==> config.mk <==
export PLATFORM = sky130hd
export DESIGN_NAME = usb_tx_prefill_sched
export DESIGN_NICKNAME = d
export VERILOG_FILES = /design/src/rtl/usb_txp_pkg.sv /design/src/rtl/usb_txp_regs.sv /design/src/rtl/usb_txp_frame_timer.sv /design/src/rtl/usb_txp_fsm.sv /design/src/rtl/usb_tx_prefill_sched.sv
export SDC_FILE = /design/constraint.sdc
export NUM_CORES = 1
export LEC_CHECK = 0
export BUFFER_PORTS_ARGS = -buffer_cell sky130_fd_sc_hd__buf_2
export CELL_PAD_IN_SITES_DETAIL_PLACEMENT = 1
export CELL_PAD_IN_SITES_GLOBAL_PLACEMENT = 1
export CORE_ASPECT_RATIO = 2
export CORE_MARGIN = 2
export CORE_UTILIZATION = 39
export DETAILED_ROUTE_END_ITERATION = 12
export GPL_ROUTABILITY_DRIVEN = 0
export MAX_ROUTING_LAYER = met4
export PLACE_DENSITY = 0.79
export SETUP_SLACK_MARGIN = 0.05
export SYNTH_ARGS = -nofsm -noshare
export SYNTH_HDL_FRONTEND = slang
export SYNTH_SLANG_ARGS = --single-unit
==> constraint.sdc <==
create_clock -name clk -period 4.2 [get_ports clk]
set_clock_uncertainty 0.05 [all_clocks]
set_input_delay 0.63 -clock clk [delete_from_list [all_inputs] [get_ports clk]]
set_output_delay 0.63 -clock clk [all_outputs]
set_load 0.02 [all_outputs]
==> src/rtl/usb_txp_pkg.sv <==
`timescale 1ns/1ps
package usb_txp_pkg;
  localparam int CFG_W    = 32;
  localparam int THR_W    = 8;
  localparam int THR_LSB  = 0;
  localparam int THR_RST  = 2;
  localparam int THR_MIN  = 2;
  localparam int HLT_W    = 5;
  localparam int HLT_LSB  = 8;
  localparam int OVH_W    = 6;
  localparam int OVH_LSB  = 16;
  localparam int HLT_MAX  = (1 << HLT_W) - 1;

  typedef enum logic [2:0] {
    ST_IDLE,
    ST_FILL,
    ST_START,
    ST_DONE,
    ST_BACKOFF,
    ST_FLUSH
  } sched_st_e;
endpackage

==> src/rtl/usb_txp_regs.sv <==
`timescale 1ns/1ps
module usb_txp_regs
  import usb_txp_pkg::*;
(
  input  logic             clk,
  input  logic             rst_ni,
  input  logic             cfg_we,
  input  logic [CFG_W-1:0] cfg_wdata,
  input  logic             backoff_evt,
  output logic [CFG_W-1:0] cfg_rdata,
  output logic [THR_W-1:0] thr_o,
  output logic [OVH_W-1:0] ovh_o
);
  localparam logic [HLT_W-1:0] HLT_TOP = HLT_W'(HLT_MAX);

  logic [THR_W-1:0] thr_q, thr_d;
  logic [OVH_W-1:0] ovh_q, ovh_d;
  logic [HLT_W-1:0] hlt_q, hlt_d;
  logic             hlt_en;
  logic             unused_wbits;

  assign unused_wbits = ^{cfg_wdata[CFG_W-1:OVH_LSB+OVH_W],
                          cfg_wdata[OVH_LSB-1:THR_LSB+THR_W]};

  always_comb begin
    thr_d  = cfg_wdata[THR_LSB +: THR_W];
    ovh_d  = cfg_wdata[OVH_LSB +: OVH_W];
    hlt_en = cfg_we | (backoff_evt & (hlt_q != HLT_TOP));
    if (cfg_we) hlt_d = '0;
    else        hlt_d = hlt_q + 1'b1;
  end

  always_ff @(posedge clk or negedge rst_ni) begin
    if (!rst_ni) begin
      thr_q <= THR_W'(THR_RST);
      ovh_q <= '0;
    end else if (cfg_we) begin
      thr_q <= thr_d;
      ovh_q <= ovh_d;
    end
  end

  always_ff @(posedge clk or negedge rst_ni) begin
    if (!rst_ni)     hlt_q <= '0;
    else if (hlt_en) hlt_q <= hlt_d;
  end

  always_comb begin
    cfg_rdata                      = '0;
    cfg_rdata[THR_LSB +: THR_W]    = thr_q;
    cfg_rdata[HLT_LSB +: HLT_W]    = hlt_q;
    cfg_rdata[OVH_LSB +: OVH_W]    = ovh_q;
  end

  assign thr_o = thr_q;
  assign ovh_o = ovh_q;


  hlt_step_chk: assert property (@(posedge clk) disable iff (!rst_ni)
    (backoff_evt && !cfg_we && hlt_q != HLT_TOP) |=> hlt_q == $past(hlt_q) + 1'b1);

  hlt_hold_chk: assert property (@(posedge clk) disable iff (!rst_ni)
    (hlt_q == HLT_TOP && !cfg_we) |=> hlt_q == HLT_TOP);

  hlt_clear_chk: assert property (@(posedge clk) disable iff (!rst_ni)
    cfg_we |=> hlt_q == '0);
endmodule

==> src/rtl/usb_txp_frame_timer.sv <==
`timescale 1ns/1ps
module usb_txp_frame_timer #(
  parameter int HS_LEN = 98,
  parameter int FS_LEN = 157,
  parameter int CNT_W  = 8
) (
  input  logic             clk,
  input  logic             rst_ni,
  input  logic             sof,
  input  logic             tick,
  input  logic             speed_hs,
  output logic [CNT_W-1:0] remain_o
);
  localparam logic [CNT_W-1:0] HS_RLD = CNT_W'(HS_LEN);
  localparam logic [CNT_W-1:0] FS_RLD = CNT_W'(FS_LEN);

  logic [CNT_W-1:0] remain_q, remain_d;
  logic             remain_en;

  always_comb begin
    remain_en = sof | (tick & (remain_q != '0));
    if (sof) remain_d = speed_hs ? HS_RLD : FS_RLD;
    else     remain_d = remain_q - 1'b1;
  end

  always_ff @(posedge clk or negedge rst_ni) begin
    if (!rst_ni)        remain_q <= '0;
    else if (remain_en) remain_q <= remain_d;
  end

  assign remain_o = remain_q;


  reload_len_chk: assert property (@(posedge clk) disable iff (!rst_ni)
    sof |=> remain_q == ($past(speed_hs) ? HS_RLD : FS_RLD));

  tick_step_chk: assert property (@(posedge clk) disable iff (!rst_ni)
    (tick && !sof && remain_q != '0) |=> remain_q == $past(remain_q) - 1'b1);

  floor_hold_chk: assert property (@(posedge clk) disable iff (!rst_ni)
    (!sof && remain_q == '0) |=> remain_q == '0);
endmodule

==> src/rtl/usb_txp_fsm.sv <==
`timescale 1ns/1ps
module usb_txp_fsm
  import usb_txp_pkg::*;
#(
  parameter int PT_W  = 8,
  parameter int CNT_W = 8
) (
  input  logic             clk,
  input  logic             rst_ni,
  input  logic             pkt_req,
  input  logic [PT_W-1:0]  pkt_time,
  input  logic [THR_W-1:0] pkt_bursts,
  input  logic             stream_off,
  input  logic [THR_W-1:0] thr,
  input  logic [OVH_W-1:0] ovh,
  input  logic [CNT_W-1:0] remain,
  input  logic             burst_ack,
  input  logic             flush_ack,
  output logic             burst_req,
  output logic             pkt_start,
  output logic             backoff,
  output logic             fifo_flush
);
  localparam int BUD_W = ((PT_W > OVH_W) ? PT_W : OVH_W) + 1;
  localparam int CMP_W = (BUD_W > CNT_W) ? BUD_W : CNT_W;

  sched_st_e        st_q, st_d;
  logic [THR_W-1:0] cnt_q, cnt_d;
  logic             cnt_en;
  logic [THR_W-1:0] thr_eff, tgt_raw, tgt;
  logic [CMP_W-1:0] budget;
  logic             time_ok;
  logic             tgt_hit;

  always_comb begin
    budget  = CMP_W'(pkt_time) + CMP_W'(ovh);
    time_ok = CMP_W'(remain) >= budget;
  end

  always_comb begin
    thr_eff = (thr < THR_W'(THR_MIN)) ? THR_W'(THR_MIN) : thr;
    if (stream_off)              tgt_raw = pkt_bursts;
    else if (thr_eff > pkt_bursts) tgt_raw = pkt_bursts;
    else                         tgt_raw = thr_eff;
    tgt     = (tgt_raw == '0) ? THR_W'(1) : tgt_raw;
    tgt_hit = (cnt_q >= tgt);
  end

  always_comb begin
    st_d = st_q;
    unique case (st_q)
      ST_IDLE:    if (pkt_req && time_ok) st_d = ST_FILL;
      ST_FILL: begin
        if (!time_ok)     st_d = ST_BACKOFF;
        else if (tgt_hit) st_d = ST_START;
      end
      ST_START:   st_d = ST_DONE;
      ST_DONE:    if (!pkt_req) st_d = ST_IDLE;
      ST_BACKOFF: st_d = ST_FLUSH;
      ST_FLUSH:   if (flush_ack) st_d = ST_IDLE;
      default:    st_d = ST_IDLE;
    endcase
  end

  always_comb begin
    cnt_en = 1'b0;
    cnt_d  = cnt_q;
    if (st_q == ST_IDLE) begin
      cnt_en = (cnt_q != '0);
      cnt_d  = '0;
    end else if (st_q == ST_FILL && burst_ack && !tgt_hit) begin
      cnt_en = 1'b1;
      cnt_d  = cnt_q + 1'b1;
    end
  end

  always_ff @(posedge clk or negedge rst_ni) begin
    if (!rst_ni) st_q <= ST_IDLE;
    else         st_q <= st_d;
  end

  always_ff @(posedge clk or negedge rst_ni) begin
    if (!rst_ni)     cnt_q <= '0;
    else if (cnt_en) cnt_q <= cnt_d;
  end

  assign burst_req  = (st_q == ST_FILL) && !tgt_hit;
  assign pkt_start  = (st_q == ST_START);
  assign backoff    = (st_q == ST_BACKOFF);
  assign fifo_flush = (st_q == ST_BACKOFF) || (st_q == ST_FLUSH);


  fill_admit_chk: assert property (@(posedge clk) disable iff (!rst_ni)
    $rose(burst_req) |-> $past(st_q == ST_IDLE && pkt_req && time_ok));

  start_cause_chk: assert property (@(posedge clk) disable iff (!rst_ni)
    pkt_start |-> $past(st_q == ST_FILL && time_ok && tgt_hit));

  backoff_cause_chk: assert property (@(posedge clk) disable iff (!rst_ni)
    backoff |-> $past(st_q == ST_FILL && !time_ok));

  backoff_pulse_chk: assert property (@(posedge clk) disable iff (!rst_ni)
    backoff |=> (!backoff && !pkt_start && fifo_flush));

  flush_hold_chk: assert property (@(posedge clk) disable iff (!rst_ni)
    (fifo_flush && !backoff && !flush_ack) |=> (fifo_flush && !burst_req));
endmodule

==> src/rtl/usb_tx_prefill_sched.sv <==
`timescale 1ns/1ps
module usb_tx_prefill_sched
  import usb_txp_pkg::*;
#(
  parameter int PT_W           = 8,
  parameter int HS_FRAME_UNITS = 98,
  parameter int FS_FRAME_UNITS = 157
) (
  input  logic             clk,
  input  logic             rst_n,
  input  logic             cfg_we,
  input  logic [CFG_W-1:0] cfg_wdata,
  output logic [CFG_W-1:0] cfg_rdata,
  input  logic             sof_pulse,
  input  logic             unit_tick,
  input  logic             speed_hs,
  input  logic             stream_off,
  input  logic             pkt_req,
  input  logic [PT_W-1:0]  pkt_time,
  input  logic [THR_W-1:0] pkt_bursts,
  output logic             burst_req,
  input  logic             burst_ack,
  output logic             pkt_start,
  output logic             backoff,
  output logic             fifo_flush,
  input  logic             flush_ack
);
  localparam int FRAME_MAX = (HS_FRAME_UNITS > FS_FRAME_UNITS) ? HS_FRAME_UNITS : FS_FRAME_UNITS;
  localparam int CNT_W     = $clog2(FRAME_MAX + 1);

  logic [1:0]       rst_sync_q;
  logic             rst_int_n;
  logic [THR_W-1:0] thr;
  logic [OVH_W-1:0] ovh;
  logic [CNT_W-1:0] remain;

  always_ff @(posedge clk or negedge rst_n) begin
    if (!rst_n) rst_sync_q <= 2'b00;
    else        rst_sync_q <= {rst_sync_q[0], 1'b1};
  end
  assign rst_int_n = rst_sync_q[1];

  usb_txp_regs u_regs (
    .clk         (clk),
    .rst_ni      (rst_int_n),
    .cfg_we      (cfg_we),
    .cfg_wdata   (cfg_wdata),
    .backoff_evt (backoff),
    .cfg_rdata   (cfg_rdata),
    .thr_o       (thr),
    .ovh_o       (ovh)
  );

  usb_txp_frame_timer #(
    .HS_LEN (HS_FRAME_UNITS),
    .FS_LEN (FS_FRAME_UNITS),
    .CNT_W  (CNT_W)
  ) u_timer (
    .clk      (clk),
    .rst_ni   (rst_int_n),
    .sof      (sof_pulse),
    .tick     (unit_tick),
    .speed_hs (speed_hs),
    .remain_o (remain)
  );

  usb_txp_fsm #(
    .PT_W  (PT_W),
    .CNT_W (CNT_W)
  ) u_fsm (
    .clk        (clk),
    .rst_ni     (rst_int_n),
    .pkt_req    (pkt_req),
    .pkt_time   (pkt_time),
    .pkt_bursts (pkt_bursts),
    .stream_off (stream_off),
    .thr        (thr),
    .ovh        (ovh),
    .remain     (remain),
    .burst_ack  (burst_ack),
    .flush_ack  (flush_ack),
    .burst_req  (burst_req),
    .pkt_start  (pkt_start),
    .backoff    (backoff),
    .fifo_flush (fifo_flush)
  );


  strobe_excl_chk: assert property (@(posedge clk) disable iff (!rst_int_n)
    !(pkt_start && backoff));
endmodule

# ---- Word level (Yosys, flattened, before mapping)
# Cells that the tools add are included.
dict set report classes {
  n_addsub 4
  order_cmp 4
  n_eq_ne 10
  mux 17
  n_bitwise 4
  n_reduce_logical 13
}
# operator count
set op_table {}
lappend op_table {{8-bit two-way mux} 8}
lappend op_table {{3-bit case mux with 6 select lines} 1}
lappend op_table {{8-bit nonzero test} 2}
lappend op_table {{3-bit two-way mux} 5}
lappend op_table {{8-bit by 6-bit adder with 9-bit output} 1}
lappend op_table {{8-bit by 9-bit greater-or-equal comparator with 1-bit output} 1}
lappend op_table {{8-bit by 1-bit adder with 8-bit output (second input constant)} 1}
lappend op_table {{8-bit greater-or-equal comparator} 1}
lappend op_table {{8-bit > comparator} 1}
lappend op_table {{8-bit zero test} 1}
lappend op_table {{8-bit by 2-bit less-than comparator with 1-bit output (second input constant)} 1}
lappend op_table {{8-bit by 1-bit subtractor with 8-bit output (second input constant)} 1}
lappend op_table {{3-bit by 2-bit == test with 1-bit output (second input constant)} 2}
lappend op_table {{3-bit == test (second input constant)} 2}
lappend op_table {{5-bit by 1-bit adder with 5-bit output (second input constant)} 1}
lappend op_table {{5-bit two-way mux} 1}
lappend op_table {{5-bit != test (second input constant)} 1}
lappend op_table {{1-bit logical AND} 4}
lappend op_table {{2-bit != test (second input constant)} 2}
lappend op_table {{4-bit AND reduction} 1}
lappend op_table {{3-bit by 1-bit == test with 1-bit output (second input constant)} 1}
lappend op_table {{3-bit zero test} 1}
lappend op_table {{3-bit != test (second input constant)} 1}
lappend op_table {{1-bit AND} 2}
lappend op_table {{7 further kinds} 9}
dict set report word_totals {
  regBits 40
  inputBits 58
  out_inout_bits 36
  wordCells 59
}

# ---- Depth between registers and ports, before layout
dict set report logic_depth {
  depth_word 13
  depth_mapped 15
  ltp_nobuf 15
}

# ---- Hierarchy
# A second synthesis with hierarchy kept.
dict set report hier_totals {
  cells_unflattened 319
  hier_area_um2 3121.7
}
# module n_inst cells_per_inst area_per_inst_um2
set by_module_without_submodules {}
lappend by_module_without_submodules {usb_txp_fsm 1 180 1559.0}
lappend by_module_without_submodules {usb_txp_regs 1 81 988.4}
lappend by_module_without_submodules {usb_txp_frame_timer 1 55 520.5}
lappend by_module_without_submodules {usb_tx_prefill_sched 1 3 53.8}

# ---- Worst setup path before layout
# No wires, ideal clock.
dict set report synth_timing {
  kind {flip-flop to output port}
  from {register u_regs.thr_q[4] (netlist: u_regs.thr_o[4])}
  to {output burst_req}
  t_arrival_ns 3.172
  t_required_ns 3.520
  setup_slack_ns 0.348
  stages_incl_launch_ff 14
  cell_sequence {dfrtp_1 nor4_1 nand2_1 nand2b_1 ha_1 nor2b_1 o211ai_1 a21oi_1 o21ai_2 mux2i_1 ha_1 a211oi_1 o21ai_0 a21oi_1}
}
dict set report synth_via {
  elab_chain_len 10
}
# element line
set synth_rtl {}
lappend synth_rtl {{start, declared} usb_txp_regs.sv:16} ;# logic [THR_W-1:0] thr_q, thr_d;
lappend synth_rtl {{start signal, assigned} usb_txp_regs.sv:35} ;# thr_q <= THR_W'(THR_RST);
lappend synth_rtl {{start signal, assigned} usb_txp_regs.sv:38} ;# thr_q <= thr_d;
lappend synth_rtl {{8-bit by 2-bit less-than comparator with 1-bit output} usb_txp_fsm.sv:41} ;# thr_eff = (thr < THR_W'(THR_MIN)) ? THR_W'(THR_MIN) : thr;
lappend synth_rtl {{8-bit two-way mux (*)} usb_txp_fsm.sv:41}
lappend synth_rtl {{8-bit > comparator} usb_txp_fsm.sv:43} ;# else if (thr_eff > pkt_bursts) tgt_raw = pkt_bursts;
lappend synth_rtl {{8-bit two-way mux (*)} usb_txp_fsm.sv:43}
lappend synth_rtl {{8-bit two-way mux (*)} usb_txp_fsm.sv:42} ;# if (stream_off) tgt_raw = pkt_bursts;
lappend synth_rtl {{8-bit zero test} usb_txp_fsm.sv:45} ;# tgt = (tgt_raw == '0) ? THR_W'(1) : tgt_raw;
lappend synth_rtl {{8-bit two-way mux (*)} usb_txp_fsm.sv:45}
lappend synth_rtl {{8-bit greater-or-equal comparator (*)} usb_txp_fsm.sv:46} ;# tgt_hit = (cnt_q >= tgt);
lappend synth_rtl {{1-bit zero test (*)} usb_txp_fsm.sv:87} ;# assign burst_req = (st_q == ST_FILL) && !tgt_hit;
lappend synth_rtl {{1-bit logical AND (*)} usb_txp_fsm.sv:87}
lappend synth_rtl {{end, declared} usb_tx_prefill_sched.sv:21} ;# output logic burst_req,
# Every way passes the cells marked *; elsewhere a longest branch is shown, timed or not.

# ---- Final worst setup path
dict set report layout_timing {
  from {register u_regs.thr_q[2] (netlist: u_regs.thr_o[2])}
  to {output burst_req}
}
# The elaborated chain is that of the path after synthesis.

==> impl.org <==
** Layout
- Commonest non-fill, non-tap cell in the layout :: buf_2
- The repair_antennas step left the layout with diodes totalling 0.
- Summing all flip-flop and latch instances after layout gives 0.00100 mm2.
- Final cell utilization of the core :: 47.9%
- Layout area overhead :: 20.9%
- The multi-input combinational cells in the finished layout cover a total of 0.00186 mm2.
- Total Nets Final :: 467
- Fraction of final layout cells sized beyond drive strength 1 :: 30.1%
- Finished layout cell area :: 0.00358 mm2
- Fillers :: 876
- Leading cell types in the layout, fill and taps excluded :: 61 x buf_2, 37 x dfrtp_1, 35 x ha_1

** STA
- The number of endpoints with negative hold slack in the final report was 0.
- Headroom to the max-slew limit came out at 65.0%.
- Worst Slack Setup Final :: 0.0984 ns
- At the pin with the least slew margin, the transition time is 0.524 ns.
- Post-route clock period utilization :: 97.7%
- Maximum frequency from static timing analysis :: 0.244 GHz
- The final max-slew violation count was 0.
- Setup violations remaining at the end of the flow were counted as 0.
- Setup repair after global routing could not meet its margin everywhere.
- For the finished layout, the period the worst path requires is 4.10 ns.

** Critical path
- Critical Path AT :: 3.42 ns
- The critical path is of the register to primary output type.
- Number of cell instances on the worst register-to-register path :: 16
- STA classifies the critical path startpoint as a register.
- The worst register-to-register path begins at u_regs.thr_o[2].
- Largest fanout of any net on the critical path :: 5
- Required time worst endpoint :: 3.52 ns
- Worst flop-to-flop path endpoint :: u_fsm.cnt_q[4]
- R2R setup slack :: 0.54 ns
- Endpoint class of the critical path :: primary output

** Clock tree
- No sink is reached through more buffers than the 2 on the longest clock path.
- CTS built an H-tree with a depth of 2.
- The later pin in the worst-skew pair is clocked with a latency of 0.28 ns.
- Clock input transition at the sequential cells of the worst setup and hold paths :: 0.06 ns
- CTS tree :: built
- CTS sink count :: 40
- Clock root buffer :: clkbuf_16
- Clock tree synthesis inserted a total of 5 buffers.

** Floorplanning
- The die is 127 um tall.
- Initial Utilization :: 39.6%
- The floorplan step defined a core boundary enclosing 0.00749 mm2.
- Chip width :: 65.6 um
- I/O pin count :: 94
- Die Outline Area :: 0.00835 mm2
- # rows :: 45

** Logic synthesis
- Ranked by total cell area, the synthesized netlist is headed by dfrtp_1 33%, ha_1 15%, mux2i_1 6.8%.
- After synthesis, the share of flip-flops with an asynchronous set or reset is 100%.
- Synth cell types :: 48
- The largest total area in the synthesized netlist belongs to dfrtp_1.
- The cell count after synthesis came out at 301.
- After synthesis, the largest area contributor takes up 32.9% of total cell area.
- For this run, the register share of the synthesized area comes to 33.8%.
- For this run, the leading register cell type out of synthesis is dfrtp_1.
- Avg Cell Area, Syn :: 9.84 um2
- Seq cells post-synth :: 40
- In this run the cell area of the synthesized design comes to 0.00296 mm2.
- During synthesis, Yosys emitted a total of 0 warnings.
- Number of enable-type register cells in the synthesized netlist :: 0

** Drt
- The highest metal layer carrying signal wires in the routed design is met4.
- Wire segments on met2 add up to 3930 um in the final route.
- Aggregate routed wire length :: 7490 um
- Total iterations of the first detailed-routing run :: 4
- In the final routed layout, each cell accounts on average for 16.1 um.
- Ratio of routed vias to standard cells :: 5.38
- Summing over every cut layer, the via total after detailed routing is 2507.
- WL met3 :: 359 um
- The count of nets left with antenna violations once routing finished came out at 0.
- In the final routing, the length of wire on met1 measures 3120 um.
- For this run, design rule violations remaining after detail routing come to 0.
- In this run, the number of DRC markers left after iteration 0 of detailed routing was 36.

** Global route
- The first global-routing pass estimated 12100 um of wire.
- The via count of the first global-routing pass was 2670.
- Remaining global-route overflow :: 0
- The number of antenna violations at the first check in global routing is 0.
- Total GRT Usage :: 18.8%
- Pin count of the biggest net entering global routing :: 31

** Place
- Total half-perimeter wirelength after legalization and detailed placement :: 5790 um
- Buffers placed on the I/O ports in this run total 62.
- Post-placement worst setup slack :: 0.0914 ns
- DP Area :: 0.00333 mm2

** Hold path
- The worst hold path belongs to the class input pin to asynchronous set/reset pin.

** Power and ir drop
- Power comes to 1.46 mW.
- Worst IR drop on VDD :: 0.279 mV
- The analysis attributes to cell leakage a power of 1.79 nW.
- Cell area power density :: 406 mW/mm2

** Job
- Maximum Capacitance Violations :: 0

** Run status
- Run status :: finished clean
critical path: stages, from the launching register on:
cell      delay, ns
dfrtp_2        0.44
nor4_2         0.28
nand2_1        0.12
nand2b_1       0.15
ha_4           0.22
nor2b_1        0.13
o211ai_1       0.16
a21oi_1        0.10
o21ai_2        0.15
buf_6          0.13
mux2i_1        0.18
ha_1           0.28
a211oi_2       0.32
o211ai_1       0.15
a21oi_2        0.18
buf_4          0.17
worst max-delay path by stage:
| stage | slack [ns] | from | cells after the start | end |
|---|---|---|---|---|
| final | 0.1 | u_regs.thr_o[2] | 15 | burst_req |
| after global routing | -0.12 | u_regs.thr_o[2] | 15 | burst_req |
| after CTS | 0.06 | u_regs.thr_o[5] | 16 | burst_req |
| after detailed placement | 0.09 | u_regs.thr_o[5] | 14 | burst_req |
| after global placement | 0.22 | u_regs.thr_o[5] | 15 | burst_req |
| after floorplan | 0.35 | u_regs.thr_o[4] | 13 | burst_req |
flip-flops by register name, indices dropped and copies added (netlist names):
register and flops:
rst_sync_q 2, u_fsm.cnt_q 8, u_fsm.st_q 3, u_regs.hlt_q 5, u_regs.ovh_o 6, u_regs.thr_o 8, u_timer.remain_o 8
area by class of cell:
class / count / share of cell area (%)
inverters: 16 / 1.68
flip-flops and latches: 40 / 28.0
repair buffers: 74 / 11.3
well taps: 94 / 3.28
clock inverters: 2 / 0.349
multi-input cells: 235 / 51.8
clock buffers: 5 / 3.49
repair_timing:
action                                  CTS  global route
resized for setup                         5            10
hold buffers                              0             0
pin swaps                                 2             7
buffers inserted                          4             5
endpoints found under the setup margin    1             1
gates cloned                              0             0
power breakdown:
part | internal (mW) | switching [mW] | total (mW)
Clock | 0.215 | 0.147 | 0.362
Sequential | 0.437 | 0.0833 | 0.521
Combinational | 0.249 | 0.323 | 0.572
Total | 0.902 | 0.553 | 1.46
cell usage after synthesis (2+ instances only):
library cell and count:
or3_1 2, and3_1 3, a21oi_1 13, nand3_1 3, nand2_1 24, xnor2_1 5
a21o_1 2, nor3_1 2, buf_4 13, o21a_1 4, nand4b_1 3, nand4_1 9
nor2_1 14, clkbuf_1 8, nor4b_1 2, nor4_1 3, inv_1 16, dfrtp_1 39
a211oi_1 5, o211ai_1 3, ha_1 36, nand2b_1 10, o21ai_0 13, xor2_1 9
conb_1 2, nor2b_1 3, mux2_2 15, mux2i_1 20
metrics by stage:
step / hold slack [ns] / TNS [ns] / cells
4_1_cts: 0.0684 / 0 / 461
5_1_grt: 0.0632 / -0.124 / 466
3_3_place_gp: 0.0881 / 0 / 450
3_5_place_dp: 0.105 / 0 / 450
2_1_floorplan: 0.281 / 0 / 313
6_report: 0.0744 / 0 / 466
logic make-up after synthesis:
| logic type | share of synthesized area, % |
|---|---|
| and+or+nand+nor | 15.8 |
| muxes | 12.5 |
| DFF | 33.8 |
| adders and majority gates | 15.9 |
| AOI/OAI and AO/OA | 11.2 |
| xor gates and xnor gates | 4.14 |
| other | 0.253 |
| buffers and inverters | 6.46 |
per-layer routing:
layer	vias to the layer above	GRT usage (%)
met5	-	-
met4	0	5.76
met3	8	3.79
met2	70	32.7
met1	1235	21.2
li1	1194	-
No activity file was read; power rests on OpenSTA's default activity.
